--- src/rtl/ttn_pkg.sv ---
package ttn_pkg;

    localparam int FRAC_W  = 16;
    localparam int FACT_W  = 16;
    localparam int TRACE_W = FRAC_W + 2;
    localparam int N_TRACE = 2;
    localparam int MUL_W   = FACT_W + TRACE_W;

    localparam int IDX_FAST = 0;
    localparam int IDX_SLOW = 1;

    typedef logic [FACT_W-1:0]  fact_t;
    typedef logic [TRACE_W-1:0] trace_t;

    typedef struct packed {
        fact_t rho;
        fact_t beta;
    } trace_cfg_t;

    localparam trace_t TRACE_MAX = {TRACE_W{1'b1}};

    // unsigned fraction times trace, truncated (toward zero)
    function automatic trace_t frac_mul(fact_t f, trace_t t);
        logic [MUL_W-1:0] p;
        p = MUL_W'(f) * MUL_W'(t);
        return p[FRAC_W +: TRACE_W];
    endfunction

    // increment applied on a spike: one minus the decay factor
    function automatic logic [FRAC_W:0] spike_bump(fact_t rho);
        return (FRAC_W+1)'(1 << FRAC_W) - (FRAC_W+1)'(rho);
    endfunction

    function automatic trace_t trace_next(trace_t t, fact_t rho, logic fire);
        logic [TRACE_W:0] s;
        s = (TRACE_W+1)'(frac_mul(rho, t));
        if (fire) begin
            s = s + (TRACE_W+1)'(spike_bump(rho));
        end
        if (s[TRACE_W]) begin
            return TRACE_MAX;
        end
        return s[TRACE_W-1:0];
    endfunction

endpackage

--- src/rtl/ttn_trace.sv ---
module ttn_trace
    import ttn_pkg::*;
(
    input  logic   clk_i,
    input  logic   rst_i,
    input  logic   clear_i,
    input  logic   step_i,
    input  logic   fire_i,
    input  fact_t  rho_i,
    output trace_t trace_o
);

    trace_t trace_q;

    always_ff @(posedge clk_i) begin
        if (rst_i || clear_i) begin
            trace_q <= '0;
        end else if (step_i) begin
            trace_q <= trace_next(trace_q, rho_i, fire_i);
        end
    end

    assign trace_o = trace_q;

endmodule

--- src/rtl/ttn_membrane.sv ---
module ttn_membrane
    import ttn_pkg::*;
#(
    parameter int          MEM_W = 24,
    parameter logic [15:0] LEAK  = 16'hE000
) (
    input  logic                    clk_i,
    input  logic                    rst_i,
    input  logic                    clear_i,
    input  logic                    step_i,
    input  logic                    fire_i,
    input  logic signed [MEM_W-1:0] cur_i,
    output logic signed [MEM_W-1:0] mem_o
);

    localparam int PROD_W = MEM_W + FACT_W + 1;
    localparam logic signed [MEM_W-1:0] MEM_MAX = {1'b0, {(MEM_W-1){1'b1}}};
    localparam logic signed [MEM_W-1:0] MEM_MIN = {1'b1, {(MEM_W-1){1'b0}}};
    localparam logic [PROD_W-1:0] RTZ_BIAS = PROD_W'((1 << FRAC_W) - 1);

    logic signed [MEM_W-1:0]  mem_q;
    logic signed [PROD_W-1:0] mem_ext;
    logic signed [PROD_W-1:0] leak_ext;
    logic signed [PROD_W-1:0] prod;
    logic signed [PROD_W-1:0] biased;
    logic signed [PROD_W-1:0] shifted;
    logic signed [MEM_W-1:0]  leaked;
    logic signed [MEM_W:0]    sum;
    logic signed [MEM_W-1:0]  integ;

    always_comb begin
        mem_ext  = {{(FACT_W+1){mem_q[MEM_W-1]}}, mem_q};
        leak_ext = PROD_W'(LEAK);
        prod     = mem_ext * leak_ext;
        // bias negative products so the arithmetic shift rounds toward zero
        biased   = prod[PROD_W-1] ? (prod + RTZ_BIAS) : prod;
        shifted  = biased >>> FRAC_W;
        leaked   = shifted[MEM_W-1:0];
        sum      = {leaked[MEM_W-1], leaked} + {cur_i[MEM_W-1], cur_i};
        if (sum[MEM_W] != sum[MEM_W-1]) begin
            integ = sum[MEM_W] ? MEM_MIN : MEM_MAX;
        end else begin
            integ = sum[MEM_W-1:0];
        end
    end

    always_ff @(posedge clk_i) begin
        if (rst_i || clear_i) begin
            mem_q <= '0;
        end else if (step_i) begin
            mem_q <= fire_i ? '0 : integ;
        end
    end

    assign mem_o = mem_q;

endmodule

--- src/rtl/ttn_threshold.sv ---
module ttn_threshold
    import ttn_pkg::*;
#(
    parameter int MEM_W = 24
) (
    input  logic signed [MEM_W-1:0] base_i,
    input  trace_t                  trace_i [N_TRACE],
    input  fact_t                   beta_i  [N_TRACE],
    output logic signed [MEM_W-1:0] thr_o
);

    localparam int ACC_W = MEM_W + 2;
    localparam logic signed [MEM_W-1:0] THR_MAX = {1'b0, {(MEM_W-1){1'b1}}};

    trace_t                  contrib [N_TRACE];
    logic signed [ACC_W-1:0] acc;

    for (genvar k = 0; k < N_TRACE; k++) begin : g_contrib
        assign contrib[k] = frac_mul(beta_i[k], trace_i[k]);
    end

    always_comb begin
        acc = {{2{base_i[MEM_W-1]}}, base_i};
        for (int k = 0; k < N_TRACE; k++) begin
            acc = acc + ACC_W'(contrib[k]);
        end
        // contributions are never negative, so only the upper rail is reachable
        if (acc[ACC_W-1:MEM_W-1] != {3{acc[MEM_W-1]}}) begin
            thr_o = THR_MAX;
        end else begin
            thr_o = acc[MEM_W-1:0];
        end
    end

endmodule

--- src/rtl/twin_trace_neuron.sv ---
module twin_trace_neuron
    import ttn_pkg::*;
#(
    parameter int          MEM_W = 24,
    parameter logic [15:0] LEAK  = 16'hE000
) (
    input  logic                    clk_i,
    input  logic                    rst_i,
    input  logic                    clear_i,
    input  logic                    strobe_i,
    input  logic signed [MEM_W-1:0] cur_i,
    input  logic [15:0]             rho_fast_i,
    input  logic [15:0]             rho_slow_i,
    input  logic [15:0]             beta_fast_i,
    input  logic [15:0]             beta_slow_i,
    input  logic signed [MEM_W-1:0] base_i,
    output logic                    spike_o,
    output logic signed [MEM_W-1:0] thr_o
);

    trace_cfg_t              cfg   [N_TRACE];
    fact_t                   betas [N_TRACE];
    trace_t                  traces[N_TRACE];
    logic signed [MEM_W-1:0] mem_q;
    logic signed [MEM_W-1:0] thr_now;
    logic                    fire;
    logic                    step;
    logic                    spike_q;

    assign cfg[IDX_FAST] = '{rho: rho_fast_i, beta: beta_fast_i};
    assign cfg[IDX_SLOW] = '{rho: rho_slow_i, beta: beta_slow_i};

    assign step = strobe_i && !clear_i;
    // compare against the pre-update membrane and threshold
    assign fire = step && (mem_q > thr_now);

    for (genvar k = 0; k < N_TRACE; k++) begin : g_trace
        assign betas[k] = cfg[k].beta;
        ttn_trace u_trace (
            .clk_i   (clk_i),
            .rst_i   (rst_i),
            .clear_i (clear_i),
            .step_i  (step),
            .fire_i  (fire),
            .rho_i   (cfg[k].rho),
            .trace_o (traces[k])
        );
    end

    ttn_membrane #(
        .MEM_W (MEM_W),
        .LEAK  (LEAK)
    ) u_membrane (
        .clk_i   (clk_i),
        .rst_i   (rst_i),
        .clear_i (clear_i),
        .step_i  (step),
        .fire_i  (fire),
        .cur_i   (cur_i),
        .mem_o   (mem_q)
    );

    ttn_threshold #(
        .MEM_W (MEM_W)
    ) u_threshold (
        .base_i  (base_i),
        .trace_i (traces),
        .beta_i  (betas),
        .thr_o   (thr_now)
    );

    always_ff @(posedge clk_i) begin
        if (rst_i || clear_i) begin
            spike_q <= 1'b0;
        end else begin
            spike_q <= fire;
        end
    end

    assign spike_o = spike_q;
    assign thr_o   = thr_now;

endmodule

--- config.mk ---
export PLATFORM = sky130hd
export DESIGN_NAME = twin_trace_neuron
export DESIGN_NICKNAME = d
export VERILOG_FILES = /design/src/rtl/ttn_pkg.sv /design/src/rtl/ttn_trace.sv /design/src/rtl/ttn_membrane.sv /design/src/rtl/ttn_threshold.sv /design/src/rtl/twin_trace_neuron.sv
export SDC_FILE = /design/constraint.sdc
export NUM_CORES = 2
export LEC_CHECK = 0
export ABC_AREA = 0
export BUFFER_PORTS_ARGS = -buffer_cell sky130_fd_sc_hd__buf_2
export CORE_AREA = 2 2 281 283
export CTS_CLUSTER_DIAMETER = 150
export CTS_CLUSTER_SIZE = 25
export DETAILED_ROUTE_END_ITERATION = 7
export DIE_AREA = 0 0 283 285
export PLACE_DENSITY_LB_ADDON = 0.05
export SLEW_MARGIN = 20
export SYNTH_ARGS = -nofsm -noshare
export SYNTH_HDL_FRONTEND = slang
export SYNTH_SLANG_ARGS = --single-unit
--- constraint.sdc ---
create_clock -name clk_i -period 14.3 [get_ports clk_i]
set_clock_uncertainty 0.05 [all_clocks]
set_input_delay 1.43 -clock clk_i [delete_from_list [all_inputs] [get_ports clk_i]]
set_output_delay 1.43 -clock clk_i [all_outputs]
set_load 0.03 [all_outputs]
Word-level counts from Yosys, hierarchy flattened
Cells that the tools add are included.

cells by class
  add/subtract/negate cells = 8
  $mul = 5
  reduce and logical (&&, ||, !) cells = 4
  magnitude comparators = 1
  shift-type cells = 0
  eq/ne operators = 2
  divide/modulo/power cells = 0
  muxes and demuxes = 21
  bitwise gates (word level) = 0

operator list
  cell                                                                   count
  16-bit by 18-bit multiplier with 34-bit output                         4
  19-bit 2-to-1 mux                                                      6
  24-bit 2-to-1 mux                                                      4
  18-bit 2-to-1 mux                                                      4
  40-bit by 16-bit adder with 40-bit output (second input constant)      1
  40-bit 2-to-1 mux                                                      1
  18-bit by 17-bit adder with 19-bit output                              2
  17-bit by 16-bit subtractor with 17-bit output (first input constant)  2
  24-bit by 4-bit multiplier with 28-bit output (second input constant)  1
  26-bit by 18-bit adder with 26-bit output                              1
  24-bit by 19-bit adder with 25-bit output                              1
  24-bit by 24-bit adder with 25-bit output                              1
  24-bit > comparator                                                    1
  1-bit 2-to-1 mux                                                       6
  1-bit logical AND                                                      2
  2-bit inequality test                                                  1
  1-bit logical NOT                                                      1
  1-bit logical OR                                                       1
  1-bit inequality test                                                  1

word-level totals
  bits in latches = 0
  memory bits (read-only) = 0
  RAM bits = 0
  memories = 0
  register bits after elaboration = 61

Longest topological paths before layout
  depth after elaboration = 14
  depth in mapped cells = 58

Cells and area by module
Synthesis repeated with hierarchy kept, for this count alone.

unflattened totals
  cell total of the unflattened synthesis = 5625
  area total of the unflattened synthesis = 47419.2 um^2

by module, submodules not included
  module                          times used  area each (um^2)  cells each  sequential area each (um^2)
  ttn_threshold                   1           19545.0           2275        0.0
  ttn_trace (g_trace[1].u_trace)  1           11050.6           1279        360.3
  ttn_trace (g_trace[0].u_trace)  1           10757.8           1253        360.3
  ttn_membrane                    1           5360.1            721         480.5
  twin_trace_neuron               1           705.7             97          20.0

Worst setup path after synthesis
No wires, ideal clock.

  path kind = input to register
  from = input port beta_fast_i[2]
  to = register g_trace[0].u_trace.trace_q[11]
  slack = 1.043 ns
  data required time = 14.117 ns
  arrival = 13.074 ns
  stages on the path = 53
  library setup time = 0.133 ns
  path through = clkbuf_1 -> clkbuf_1 -> nand2_1 -> fa_1 -> fa_1 -> fa_1 -> inv_1 -> fa_1 -> fa_1 -> inv_1 -> fa_1 -> inv_1 -> ha_1 -> a2111oi_0 -> nand3_1 -> a211oi_1 -> nor3_1 -> or2_2 -> [17 not listed] -> or3_1 -> buf_4 -> buf_4 -> nor2_1 -> ha_1 -> a21oi_1 -> nor2b_1 -> o21ai_0 -> o2111ai_1 -> a221oi_1 -> o21ai_0 -> a2111oi_0 -> nor3_1 -> o21ai_0 -> o21a_1 -> clkbuf_1 -> clkbuf_1 -> a21oi_1

between the ends
  word-level cells in the longest chain between the ends = 14

RTL lines
  item                                              RTL line                 source
  start, declared                                   twin_trace_neuron.sv:14  input logic [15:0] beta_fast_i,
  16-bit by 18-bit multiplier with 34-bit output *  ttn_pkg.sv:25            p = MUL_W'(f) * MUL_W'(t);
  24-bit by 19-bit adder with 25-bit output *       ttn_threshold.sv:25      acc = acc + ACC_W'(contrib[k]);
  26-bit by 18-bit adder with 26-bit output *       ttn_threshold.sv:25
  2-bit inequality test                             ttn_threshold.sv:28      if (acc[ACC_W-1:MEM_W-1] != {3{acc[MEM_W-1]}}) begin
  24-bit 2-to-1 mux *                               ttn_threshold.sv:28
  24-bit > comparator *                             twin_trace_neuron.sv:35  assign fire = step && (mem_q > thr_now);
  1-bit logical AND *                               twin_trace_neuron.sv:35
  19-bit 2-to-1 mux *                               ttn_pkg.sv:37            if (fire) begin
  19-bit 2-to-1 mux *                               ttn_trace.sv:18          end else if (step_i) begin
  19-bit 2-to-1 mux *                               ttn_trace.sv:16          if (rst_i || clear_i) begin
  1-bit 2-to-1 mux                                  ttn_pkg.sv:40            if (s[TRACE_W]) begin
  1-bit 2-to-1 mux                                  ttn_trace.sv:18
  1-bit 2-to-1 mux                                  ttn_trace.sv:16
  18-bit 2-to-1 mux *                               ttn_pkg.sv:43            return s[TRACE_W-1:0];
  end signal, assigned                              ttn_trace.sv:19          trace_q <= trace_next(trace_q, rho_i, fire_i);
  end, declared                                     ttn_trace.sv:13          trace_t trace_q;

Mark *: on every way between the ends. The rest lies on a longest branch, timed or not. The select of a mux whose other input is x is not followed.
A chain may end at the register's enable or synchronous reset.

Final worst setup path
  from = input port beta_fast_i[4]
  to = register g_trace[1].u_trace.trace_q[17]

between the ends
  word-level cells in the longest chain between the ends = 14

RTL lines
  item                                              RTL line
  16-bit by 18-bit multiplier with 34-bit output *  ttn_pkg.sv:25
  24-bit by 19-bit adder with 25-bit output *       ttn_threshold.sv:25
  26-bit by 18-bit adder with 26-bit output *       ttn_threshold.sv:25
  2-bit inequality test                             ttn_threshold.sv:28
  24-bit 2-to-1 mux *                               ttn_threshold.sv:28
  24-bit > comparator *                             twin_trace_neuron.sv:35
  1-bit logical AND *                               twin_trace_neuron.sv:35
  19-bit 2-to-1 mux *                               ttn_pkg.sv:37
  19-bit 2-to-1 mux *                               ttn_trace.sv:18
  19-bit 2-to-1 mux *                               ttn_trace.sv:16
  1-bit 2-to-1 mux                                  ttn_pkg.sv:40
  1-bit 2-to-1 mux                                  ttn_trace.sv:18
  1-bit 2-to-1 mux                                  ttn_trace.sv:16
  18-bit 2-to-1 mux *                               ttn_pkg.sv:43
  end signal, assigned                              ttn_trace.sv:19
  end, declared                                     ttn_trace.sv:13

Marked as above.

==> results.ini <==
[setup_path]
critPathSlowestCell=or4b_2
cpMostUsedCell=fa_1
crit_family=adder cells
rr_worst_depth=50
startpoint_type=input port
worstPathArrival_ns=13.72
r2r-end=g_trace[1].u_trace.trace_o[17]
cp_data_required_time_ns=14.45
r2r_start=g_trace[0].u_trace.trace_o[7]
rrSetupSlack_ns=1.26
max_stage_delay_ns=0.61
critPathCaptureType=flop
critPathBufInv=8
crit_fanout=23
critPathKind=in -> reg

[grt]
grtUsageTotal_pct=30.8
grt_pass1_vias=38500
met1_usage_pct=41.5
grt_use_met2_pct=52.9
grt_pass1_wl_um=199000
busiest_layer=met2
grt_max_degree=44
gr-total-overflow=0
grt_use_met3_pct=2.80
grt_antenna_before_repair=8

[finish]
final_nets=7120
utilization_pct=61.8
final_cell_mix=1,153 x inv_1, 911 x fa_1, 888 x nand2_1
ff_latch_area_sq_um=1220
drive_gt1_share_pct=4.81
area_delta_synth_final_pct=4.23
layout_commonest_cell=inv_1
multi_input_area_sq_um=39800
fill_cells=7140

[die]
fp.dieW_um=283
start_util_pct=59.3
die-area_sq_um=80700
core_area_sq_um=78000
die_h_um=285
ios=141
num_rows=103

[synth]
yosysSeqAreaShare_pct=2.64
ys.flop_type=dfxtp_1
synth_mux_area_share_pct=0.284
synth_xor_area_share_pct=4.28
synth_compound_area_share_pct=7.99
synth_area_per_cell_sq_um=8.34
synth-edff-count=0
yosysWarningCount=0
ys_ff_latch=61
synth-simple-area-share_pct=18.0
synth_fp_nets=7159
synth_top_family_by_area=adder cells
synthCells=5546
syn_area_sq_um=46300
yosysUniqueCellTypes=91
async_reset_ff_share_pct=0
synth_fa_ha_area_share_pct=55.3

[clock_tree]
cts_sinks=61
clock_path_buffers=2
cts_max_level=3
numCtsBuffers=9
hold_buffers=0
clk_latency_ns=0.37
clockRootBuffer=clkbuf_16
cts_tree=built
clk_pin_slew_ns=0.06

[power_and_ir_drop]
power_switching_uw=3990
power_frac_comb_pct=92.9
switching_share_pct=59.1
seq_power_share_pct=3.4
powerDensity_nw_per_um2=140
power.share.clock_pct=3.7
peakVddDrop_mv=1.06
p_leak_uw=0.0240
power_uw=6750
p_int_uw=2760

[detailed_routing]
vias_per_cell=5.56
drc=0
drtIter0Drc=2143
dr.pass1.iters=5
final_antenna_net_count=0
finalWirelength_um=120000
wl_per_cell_um=18.2
vias=36500

[placed_design]
port_buffers=140
place_congestion=0.881
place_hpwl_um=94400

[sta]
drv_slew=0
max-slew-margin-rel_pct=21.5
fin_crit_sh_pct=94.9
worstMarginPinSlew_ns=1.18
setup_viol=0
hold_viol_final=0
fin_crit_ns=13.57
clock.fmax_mhz=73.7

[hold_path]
worstHoldStart=u_membrane.mem_o[16]
hold_end=u_membrane.mem_o[16]
hold_class=reg -> reg
min_path_cells=2

[run]
drv_cap=0

[run_status]
outcome=complete, no violations

[flip-flops by register name, indices dropped and copies added, names as in the netlist]
register,cells
spike_o,1
g_trace.u_trace.trace_o,36
u_membrane.mem_o,24
[synthesized netlist by cell type, types with 5 or more instances]
| cell | instances | area (sq um) |
|---|---|---|
| a211o_1 | 7 | 61.3 |
| or2_1 | 21 | 131 |
| a21boi_0 | 5 | 37.5 |
| nor2b_1 | 30 | 188 |
| o21a_1 | 44 | 330 |
| and2_1 | 405 | 2530 |
| a2111oi_0 | 6 | 52.6 |
| o211a_1 | 5 | 50.1 |
| clkbuf_1 | 239 | 897 |
| fa_1 | 911 | 18200 |
| a21o_1 | 52 | 390 |
| inv_1 | 1153 | 4330 |
| nor3_1 | 55 | 275 |
| nand3_1 | 49 | 245 |
| a211oi_1 | 24 | 180 |
| buf_2 | 5 | 25.0 |
| nor3b_1 | 5 | 37.5 |
| a221oi_1 | 5 | 43.8 |
| or3_1 | 21 | 131 |
| nor4_1 | 9 | 56.3 |
| or2_2 | 11 | 68.8 |
| a21oi_1 | 151 | 756 |
| a31oi_1 | 24 | 150 |
| ha_1 | 586 | 7330 |
| o21bai_1 | 14 | 105 |
| o21ai_0 | 131 | 656 |
| and3_1 | 14 | 87.6 |
| dfxtp_1 | 61 | 1220 |
| o21ai_1 | 19 | 95.1 |
| nor2_1 | 186 | 698 |
| xnor2_1 | 160 | 1400 |
| o211ai_1 | 12 | 90.1 |
| o31a_1 | 7 | 61.3 |
| mux2i_1 | 12 | 120 |
| nand2b_1 | 29 | 181 |
| xor2_1 | 66 | 578 |
| nand4_1 | 22 | 138 |
| nand2_1 | 888 | 3330 |
[worst register-to-register path: cells and delay by family, from the launching register on]
family,cells,cell delay [ns]
DFF,1,0.81
buffers and inverters,7,0.89
AOI/OAI and AO/OA,17,3.24
adders and majority gates,10,4.04
and+or+nand+nor,14,3.48
xor gates and xnor gates,1,0.15
muxes,1,0.19
[per-stage QoR]
step                hold slack [ns]  worst slack, ns  setup TNS, ns  std cells  area, sq um
detailed placement            0.483           -0.187          -4.55       6540        47700
CTS                           0.491            0.129              0       6555        48100
floorplan                     0.422             1.04              0       5546        46300
global placement              0.472            0.195              0       6540        47700
finish                        0.487            0.729              0       6567        48200
global route                  0.514          -0.0253        -0.0387       6564        48200
[power by group through the flow]
stage	Sequential [uW]	Combinational [uW]	Clock [uW]
after floorplan	195	4610	0
after global placement	234	6140	0
after detailed placement	234	6150	0
after CTS	230	6240	253
after global routing	233	7000	261
final	231	6270	250
[how the worst max path moves through the flow]
stage / cells past startpoint / start / endpoint
detailed placement: 50 / beta_fast_i[2] / g_trace[1].u_trace.trace_o[15]
finish: 51 / beta_fast_i[4] / g_trace[1].u_trace.trace_o[17]
global route: 52 / beta_fast_i[4] / u_membrane.mem_o[15]
CTS: 51 / beta_fast_i[2] / g_trace[1].u_trace.trace_o[10]
floorplan: 53 / beta_fast_i[2] / g_trace[0].u_trace.trace_o[11]
global placement: 50 / beta_fast_i[4] / g_trace[1].u_trace.trace_o[3]
[repair_timing]
| action | 4_1_cts | 5_1_grt |
|---|---|---|
| resized for setup | 0 | 22 |
| endpoints found under the setup margin | 0 | 61 |
| buffers inserted | 0 | 3 |
[routing by layer]
layer	vias to the layer above	share of wire, %
met1	18400	42
met3	205	5.8
li1	16900	-
met4	2	3.2
met2	1079	49
met5	-	0.011
[area by class of cell]
class | count | share of cell area (%)
Clock inverter | 3 | 0.143
Clock buffer | 12 | 0.532
Tap cell | 1050 | 2.73
Timing Repair Buffer | 201 | 2.47
Multi-Input combinational cell | 4081 | 82.6
Inverter | 1153 | 8.98
Antenna cell | 6 | 0.0311
Sequential cell | 61 | 2.53
[cell families (layout without fill, tap and decap cells)]
group | Yosys count | count (layout)
AO/OA/AOI/OAI | 571 | 573
XOR/XNOR | 226 | 226
adder cells (fa/ha/maj) | 1497 | 1497
buffers and inverters | 1406 | 1369
flip-flops | 61 | 61
multiplexers | 13 | 13
other | 0 | 6
AND/OR/NAND/NOR | 1772 | 1772
Power figures use the tool's default switching activity.
